**src/rtl/slot_pwr_ctl.sv**
```systemverilog
module slot_pwr_ctl #(
  parameter int GAP = 1
) (
  input  logic       clk,
  input  logic       rst_n,
  input  logic       aux_ok,
  input  logic       p33_ok,
  input  logic       p15_ok,
  input  logic       shdn_n,
  input  logic       stby_n,
  input  logic       cpa_n,
  input  logic       cpb_n,
  output logic [2:0] sw_en,
  output logic [2:0] dis_en,
  output logic [2:0] mode
);
  localparam int CW = (GAP < 1) ? 1 : $clog2(GAP + 1);
  localparam logic [CW-1:0] GAP_C = CW'(GAP);
  localparam logic [6:0] SYNC_RST = 7'b0001111;

  localparam logic [2:0] M_OFF  = 3'd0;
  localparam logic [2:0] M_SHDN = 3'd1;
  localparam logic [2:0] M_NONE = 3'd2;
  localparam logic [2:0] M_STBY = 3'd3;
  localparam logic [2:0] M_ON   = 3'd4;

  typedef enum logic [1:0] {B_NOCARD, B_IDLE, B_STBY, B_ON} base_t;

  logic [6:0] s1, s2;
  always_ff @(posedge clk or negedge rst_n)
    if (!rst_n) begin
      s1 <= SYNC_RST;
      s2 <= SYNC_RST;
    end else begin
      s1 <= {aux_ok, p33_ok, p15_ok, shdn_n, stby_n, cpa_n, cpb_n};
      s2 <= s1;
    end

  logic aux_s, shdn_s, card, prim_ok;
  assign aux_s   = s2[6];
  assign shdn_s  = s2[3];
  assign card    = !s2[1] || !s2[0];
  assign prim_ok = s2[5] && s2[4] && s2[2];

  base_t base_q, base_n;
  always_comb begin
    base_n = base_q;
    if (!aux_s) base_n = B_NOCARD;
    else if (shdn_s) begin
      if (!card) base_n = B_NOCARD;
      else case (base_q)
        B_NOCARD: base_n = prim_ok ? B_ON : B_IDLE;
        B_IDLE:   if (prim_ok) base_n = B_ON;
        B_ON:     if (!prim_ok) base_n = B_STBY;
        B_STBY:   if (prim_ok) base_n = B_ON;
        default:  base_n = B_NOCARD;
      endcase
    end
  end

  logic [2:0] mode_n, mode_q;
  always_comb begin
    if (!aux_s)       mode_n = M_OFF;
    else if (!shdn_s) mode_n = M_SHDN;
    else case (base_n)
      B_NOCARD: mode_n = M_NONE;
      B_STBY:   mode_n = M_STBY;
      B_ON:     mode_n = M_ON;
      default:  mode_n = M_OFF;
    endcase
  end

  always_ff @(posedge clk or negedge rst_n)
    if (!rst_n) begin
      base_q <= B_NOCARD;
      mode_q <= M_OFF;
    end else begin
      base_q <= base_n;
      mode_q <= mode_n;
    end

  logic [2:0] want_sw, want_dis;
  assign want_sw[0] = (mode_q == M_ON) || (mode_q == M_STBY);
  assign want_sw[1] = (mode_q == M_ON);
  assign want_sw[2] = (mode_q == M_ON);
  assign want_dis   = {3{(mode_q == M_SHDN) || (mode_q == M_NONE)}};

  logic [2:0] sw_q, dis_q;

  for (genvar i = 0; i < 3; i++) begin : g_rail
    logic [CW-1:0] idle_q;
    logic          ready;
    assign ready = (idle_q == GAP_C);

    always_ff @(posedge clk or negedge rst_n)
      if (!rst_n) begin
        sw_q[i]  <= 1'b0;
        dis_q[i] <= 1'b0;
        idle_q   <= '0;
      end else begin
        sw_q[i]  <= want_sw[i]  && (sw_q[i]  || (!dis_q[i] && ready));
        dis_q[i] <= want_dis[i] && (dis_q[i] || (!sw_q[i]  && ready));
        if (sw_q[i] || dis_q[i]) idle_q <= '0;
        else if (!ready)         idle_q <= idle_q + 1'b1;
      end

    AST_NO_OVERLAP: assert property (@(posedge clk) disable iff (!rst_n)
      !(sw_q[i] && dis_q[i]));
    AST_DIS_AFTER_SW: assert property (@(posedge clk) disable iff (!rst_n)
      $rose(dis_q[i]) |-> (!$past(sw_q[i]) && !$past(sw_q[i], 2)));
    AST_SW_AFTER_DIS: assert property (@(posedge clk) disable iff (!rst_n)
      $rose(sw_q[i]) |-> (!$past(dis_q[i]) && !$past(dis_q[i], 2)));
  end

  AST_AUX_LOSS_OFF: assert property (@(posedge clk) disable iff (!rst_n)
    !aux_s |=> (mode_q == M_OFF));
  AST_OFF_DARK: assert property (@(posedge clk) disable iff (!rst_n)
    (mode_q == M_OFF) |=> (sw_q == 3'b000 && dis_q == 3'b000));
  AST_SHDN_MODE: assert property (@(posedge clk) disable iff (!rst_n)
    (aux_s && !shdn_s) |=> (mode_q == M_SHDN));
  AST_PRIMARY_NEEDS_AUX: assert property (@(posedge clk) disable iff (!rst_n)
    (sw_q[1] || sw_q[2]) |-> sw_q[0]);
  AST_MODE_LEGAL: assert property (@(posedge clk) disable iff (!rst_n)
    mode_q <= M_ON);

  assign sw_en  = sw_q;
  assign dis_en = dis_q;
  assign mode   = mode_q;
endmodule

```
**config.mk**
```make
export PLATFORM = sky130hd
export DESIGN_NAME = slot_pwr_ctl
export DESIGN_NICKNAME = d
export VERILOG_FILES = /design/src/rtl/slot_pwr_ctl.sv
export SDC_FILE = /design/constraint.sdc
export NUM_CORES = 1
export LEC_CHECK = 0
export BUFFER_PORTS_ARGS = -buffer_cell sky130_fd_sc_hd__buf_2
export CAP_MARGIN = 20
export CORE_ASPECT_RATIO = 1.25
export CORE_UTILIZATION = 47
export CTS_CLUSTER_SIZE = 16
export DETAILED_ROUTE_END_ITERATION = 10
export PLACE_DENSITY = 0.81
export SLEW_MARGIN = 20
export SYNTH_ARGS = -nofsm -noshare
export SYNTH_HDL_FRONTEND = slang
export SYNTH_SLANG_ARGS = --single-unit
```
**constraint.sdc**
```tcl
create_clock -name clk -period 3.21 [get_ports clk]
set_clock_uncertainty 0.05 [all_clocks]
set_input_delay 0.642 -clock clk [delete_from_list [all_inputs] [get_ports clk]]
set_output_delay 0.642 -clock clk [all_outputs]
set_load 0.1 [all_outputs]
```
### Word level (Yosys, flattened, before mapping)

Index checks and enable logic that the tools add are counted.

* register bits: 28
* input port bits: 9
* logic and storage cells: 78

* add/subtract/negate cells: 3
* eq/ne operators: 9
* mux-type cells: 16
* reduce and logical (&&, ||, !) cells: 37

Operator list (count)
* logical AND 1 bit: 14
* logical OR 1 bit: 12
* two-way mux 2 bit: 6
* case mux 3 bit (3 select lines): 1
* == test 2 bit (second input constant): 4
* logical NOT 1 bit: 8
* == test 3 x 2 -> 1 bit (second input constant): 2
* two-way mux 1 bit: 6
* two-way mux 3 bit: 2
* case mux 2 bit (3 select lines): 1
* logical NOT 2 bit: 2
* adder 1 bit (second input constant): 3
* == test 3 x 1 -> 1 bit (second input constant): 1
* == test 3 bit (second input constant): 1
* == test 2 x 1 -> 1 bit (second input constant): 1
* OR reduction 2 bit: 1

### Depth between registers and ports, before layout

Gate-level depths: netlist of run 1.

* depth after elaboration: 11
* depth in mapped cells: 5
* gate-level depth less buffers: 5

### Least setup slack after synthesis of run 1

No wires, ideal clock.

* path kind: reg2out
* start: register mode_q[0], in the netlist mode[0]
* end: output port mode[0]
* data arrival time: 0.940 ns
* data required time: 2.518 ns
* setup slack: 1.578 ns
* stages on the path, launching flop included: 1
* cells stage by stage: dfrtp_1

RTL lines
* from (decl): RTL line 61 `logic [2:0] mode_n, mode_q;`
* from (signal assigned): RTL line 79 `mode_q <= mode_n;`
* to (decl): RTL line 15 `output logic [2:0] mode`

No word-level cell between the ends.

### Worst setup path after layout of run 1

* start: register mode_q[1], in the netlist mode[1]
* end: output port mode[1]

No word-level cell between the ends.

==> results of run 1 <==
## where the power goes
group | internal, mW | total, mW | switching (mW)
Combinational | 0.0241 | 0.105 | 0.0811
Clock | 0.0439 | 0.133 | 0.0895
Sequential | 0.379 | 0.393 | 0.0139
Total | 0.447 | 0.632 | 0.184
## cell usage after synthesis
cell type  instances
a21boi_0           1
a21oi_1            7
a221o_1            1
a221oi_2           1
a32o_1             1
dfrtp_1           20
dfstp_2            8
ha_1               2
inv_1              7
nand2_1            2
nand2b_1           5
nand3_1            2
nand3b_1           1
nand4_1            1
nor2_1             6
nor2b_1            1
nor3_1             2
o21ai_0            2
o21bai_1           1
or3_1              2
xor2_1             1
## worst reg2reg max path, stage by stage (launching register included)
cell	delay (ns)
dfrtp_1	0.42
inv_1	0.07
ha_1	0.23
o21bai_1	0.18
a221o_1	0.37
a221oi_2	0.22
## metrics by stage
stage          total power [mW]  instance area (µm²)
6_report                 0.6316                 1112
5_1_grt                  0.6675                 1112
3_5_place_dp             0.5061                 1090
4_1_cts                  0.6416                 1112
3_3_place_gp             0.5014                 1090
2_1_floorplan            0.4781                979.7
## state kept, by name, summed over array words and instances (netlist names)
name           flops
base_q             2
s1                 7
mode               3
g_rail.idle_q      3
sw_en              3
s2                 7
dis_en             3
## final timing paths
path	startpoint	endpoint	slack (ns)	cells past startpoint
min in group clk	s1[4]$_DFF_PN0_	s2[4]$_DFF_PN0_	0.31	0
min reg2reg	s1[4]$_DFF_PN0_	s2[4]$_DFF_PN0_	0.31	0
min	rst_n	g_rail[2].idle_q$_DFF_PN0_	0.26	1
max reg2reg	base_q[0]$_DFF_PN0_	mode[0]$_DFF_PN0_	1.60	5
max in group asynchronous	rst_n	s1[3]$_DFF_PN1_	2.47	1
max	mode[1]$_DFF_PN0_	mode[1]	1.34	1
## final cells by class
cell class | instances | area (µm²) | share of cell area [%]
Multi-Input combinational cell | 39 | 242.7 | 21.82
Sequential cell | 28 | 710.7 | 63.89
Timing Repair Buffer | 17 | 85.08 | 7.649
Tap cell | 20 | 25.02 | 2.250
Clock buffer | 3 | 22.52 | 2.025
Inverter | 7 | 26.28 | 2.362
## cells in the final DEF, fill, tap and decap left out, drive strengths merged
master,synthesis,final
nand3b,1,1
a32o,1,1
dfstp,8,8
clkbuf,0,3
nor3,2,2
nand2b,5,5
or3,2,2
nor2,6,6
nand4,1,1
ha,2,2
nor2b,1,1
nand2,2,2
inv,7,7
nand3,2,2
o21ai,2,2
a21boi,1,1
a21oi,7,7
a221o,1,1
o21bai,1,1
buf,0,17
a221oi,1,1
xor2,1,1
dfrtp,20,20
## logic make-up (layout without fill, tap and decap cells)
logic type,after synthesis,count (layout),share of synthesized area (%)
buffers and inverters,7,27,2.682
adders and majority gates,2,2,2.554
xor gates and xnor gates,1,1,0.8942
and+or+nand+nor,22,22,11.62
DFF,28,28,72.54
AOI/OAI and AO/OA,14,14,9.706
## layer usage
metal  wire length, µm  track usage, %  vias up
met5                 0               0        -
met4                19           6.250        0
met3                49           2.048        2
met2               749           28.03       19
met1               587           16.93      304
li1                  -               -      289
==> impl_metrics.ini, run 1 <==
[cells_and_area]
syn_to_final_growth_pct = 13.54
finalNonFillerCells = 114
nFillCells = 164
drive_above_1_share_pct = 30.85
fin_nets = 107
diodes = 0
post-route-util_pct = 56.77

[flow_run]
cap_violations = 0

[place]
post-place-ws_ns = 1.625
place_inst = 111
hpwl_um = 1054
place.gp.congestion = 0.7190
port_buffers = 17

[floorplanning]
pin_count = 18
die_height_um = 53.05
core_mm2 = 0.001959
rows = 18
dieArea_mm2 = 0.002272
die_width_um = 42.84
initial_core_util_pct = 50.00

[timing]
fmaxAchievable_mhz = 534.7
final.period_utilization_pct = 58.26
rsz0062_at_grt = no
fin_tns_setup_ns = 0
worst_pin_slew_ns = 0.5872
setup_viol = 0
hold_viol = 0
max_slew_margin_pct = 60.85
whs_ns = 0.2593
fin_crit_ns = 1.870
report.final.slew_viol_count = 0
finalWorstSetupSlack_ns = 1.340

[drt]
drt-total-wl_um = 1405
vias_per_cell = 5.386
postRouteAntennaNets = 0
post_drt_wl_per_cell_um = 12.32
first_iter_violations = 8
first_pass_iters = 4
drcViolationCount = 0
vias = 614

[logic_synthesis]
syn_nets = 85
synth_seq_cells = 28
ys_top_cells_by_area = dfrtp_1, dfstp_2, a21oi_1
synth_top_area_cell = dfrtp_1
synth_cell_type_count = 21
synth_top_area_share_pct = 51.09
seq_area_frac_synth_pct = 72.54
syn_inst = 74
yosysWarnings = 0
syn_area_per_cell_um2 = 13.24
syn_area_um2 = 979.7

[setup_path]
cp_cell_sequence = buf_2
critical_path.n_buffers_inverters = 1
required_ns = 2.52
critPathLaunchType = flip-flop
crit_arrival_ns = 1.18
cp_top_family = buffers and inverters
crit_type = reg2out
end_kind = output pin
cp_slowest_cell = buf_2
critPathMaxFanout = 4
max_stage_delay_ns = 0.45

[outcome]
status = finished clean

[clocking]
tritoncts = built
root_buffer = clkbuf_4
clkTransAtPathRegs_ns = 0.13
cts.repair.resized = 0
cts_setup_buffers = 0
clk_latency_ns = 0.31
clock_path_buffers = 2
cts_sinks = 28
cts_max_level = 1
cts_hold_buf = 0
cts_buffers = 3

[hold_path]
hold_class = in2async

[global_route]
grt_pass1_wl_um = 2497
first_global_vias = 611
grt_usage_pct = 15.01
antenna_found_initial = 0
grt_max_degree = 29
overflow = 0

[power]
p_per_area_mw_per_mm2 = 567.9
leakage_nw = 0.5465
max-vdd-ir-drop_mv = 0.3468
(Power assumes the default switching activity.)
==> inputs of run 2 (changes only) <==
==> constraint.sdc (replaced) <==
create_clock -name clk -period 1.8 [get_ports clk]
set_clock_uncertainty 0.05 [all_clocks]
set_input_delay 0.36 -clock clk [delete_from_list [all_inputs] [get_ports clk]]
set_output_delay 0.36 -clock clk [all_outputs]
set_load 0.1 [all_outputs]
==> run 2 against run 1 <==
Effect of this change:
- clock-buffer cell count is 1 higher
- sequential share of layout area is 0.78 points lower
- design area is 1.2% higher
- total power is 81% higher
- non-clock buffer count is 1 higher
- sequential cell count stayed put
- first-iteration DRC count is 38% higher
- clock power is 89% higher
- critical path depth stayed put
- largest cell class unchanged
==> impl_metrics.ini, run 2 (synthesis results as in run 1) <==
[drt]
postRouteAntennaNets = 0
vias_per_cell = 5.353
drcViolationCount = 0
first_iter_violations = 11
vias = 621
drt-total-wl_um = 1418
post_drt_wl_per_cell_um = 12.22
first_pass_iters = 4

[global_route]
antenna_found_initial = 0
overflow = 0
grt_max_degree = 29
first_global_vias = 605
grt_pass1_wl_um = 2484
grt_usage_pct = 15.35

[setup_path]
end_kind = output pin
crit_type = reg2out
critPathLaunchType = flip-flop
cp_top_family = buffers and inverters
cp_slowest_cell = buf_2
r2r-end = mode[0]$_DFF_PN0_
critPathMaxFanout = 4
critical_path.n_buffers_inverters = 1
r2r_start = base_q[1]$_DFF_PN0_
cp_cell_sequence = buf_2
r2r_cells = 5
max_stage_delay_ns = 0.45
required_ns = 1.39
r2r_slack_ns = 0.21
crit_arrival_ns = 1.19

[cells_and_area]
final_common_cell = dfrtp_1
fin_nets = 108
drive_above_1_share_pct = 30.21
design_area_mm2 = 0.001126
regArea_um2 = 710.7
syn_to_final_growth_pct = 14.94
diodes = 0
nFillCells = 169
layout_common_cells = dfrtp_1, buf_2, dfstp_2
top_regs = s1 (7), s2 (7)
multi_input_area_um2 = 242.7

[timing]
report.final.slew_viol_count = 0
fin_crit_ns = 1.604
fmaxAchievable_mhz = 623.5
fin_tns_setup_ns = 0
whs_ns = 0.06667
worst_pin_slew_ns = 0.5788
hold_viol = 0
setup_viol = 0
max_slew_margin_pct = 61.41
rsz0062_at_grt = no
final.period_utilization_pct = 89.10

[floorplanning]
dieArea_mm2 = 0.002272
initial_core_util_pct = 50.00
core_mm2 = 0.001959
rows = 18
pin_count = 18
die_height_um = 53.05
die_width_um = 42.84

[place]
hpwl_um = 1053
port_buffers = 17
placed_cell_area_mm2 = 0.001090
place.gp.congestion = 0.7626

[clocking]
root_buffer = clkbuf_4
cts.repair.resized = 0
clk_latency_ns = 0.32
cts_max_level = 1
cts_sinks = 28
tritoncts = built
cts_buffers = 3
clock_path_buffers = 2
cts_hold_buf = 1
cts_setup_buffers = 0
clkTransAtPathRegs_ns = 0.13

[hold_path]
min-delay-start = cpb_n
whs_endpoint = s1[0]$_DFF_PN1_
hold_class = in2reg
holdPathStages = 1

[power]
p_per_area_mw_per_mm2 = 1014
leakage_nw = 0.5518
max-vdd-ir-drop_mv = 0.7284

[outcome]
status = finished clean

[flow_run]
cap_violations = 0
## run 2: cell count changes in the layout (fill, tap and decap cells not counted)
cell	before	now
clkbuf_1	0	1
dlygate4sd3_1	0	1
## run 2: routing by layer
metal | GRT usage [%] | share of wire (%) | vias up
li1 | - | - | 290
met1 | 16.40 | 38 | 299
met2 | 27.02 | 53 | 26
met3 | 4.096 | 5.5 | 6
met4 | 8.854 | 3.1 | 0
met5 | 0 | 0 | -
## run 2: worst max-delay path by stage
stage                              startpoint                  end  slack (ns)  cells after the start
after detailed placement  base_q[1]$_DFF_PN0_    mode[0]$_DFF_PN0_        0.23                      5
final                       mode[0]$_DFF_PN0_              mode[0]        0.20                      1
after global routing      base_q[1]$_DFF_PN0_  base_q[1]$_DFF_PN0_        0.08                      5
after floorplan             mode[0]$_DFF_PN0_  dis_en[0]$_DFF_PN0_        0.33                      3
after CTS                 base_q[1]$_DFF_PN0_    mode[0]$_DFF_PN0_        0.19                      5
after global placement    base_q[1]$_DFF_PN0_    mode[0]$_DFF_PN0_        0.31                      5
## run 2: area by class of cell
class | instances | share of cell area [%]
flip-flops and latches | 28 | 63.11
multi-input cells | 39 | 21.56
repair buffers | 18 | 8.444
clock buffers | 4 | 2.333
inverters | 7 | 2.333
well taps | 20 | 2.222
## run 2: metrics by stage
stage	total power, mW	worst slack, ns	utilization (%)	instances
floorplan	0.8527	0.3347	-	74
global placement	0.8948	0.3072	55.62	111
detailed placement	0.9033	0.2342	55.62	111
CTS	1.160	0.1924	57.47	116
global route	1.203	0.07787	57.47	116
finish	1.142	0.1962	57.47	116
## run 2: power by group
group          leakage, nW  internal [mW]  switching, mW
logic                0.204         0.0444          0.145
clock network       0.0150         0.0868          0.165
registers            0.333          0.676         0.0246
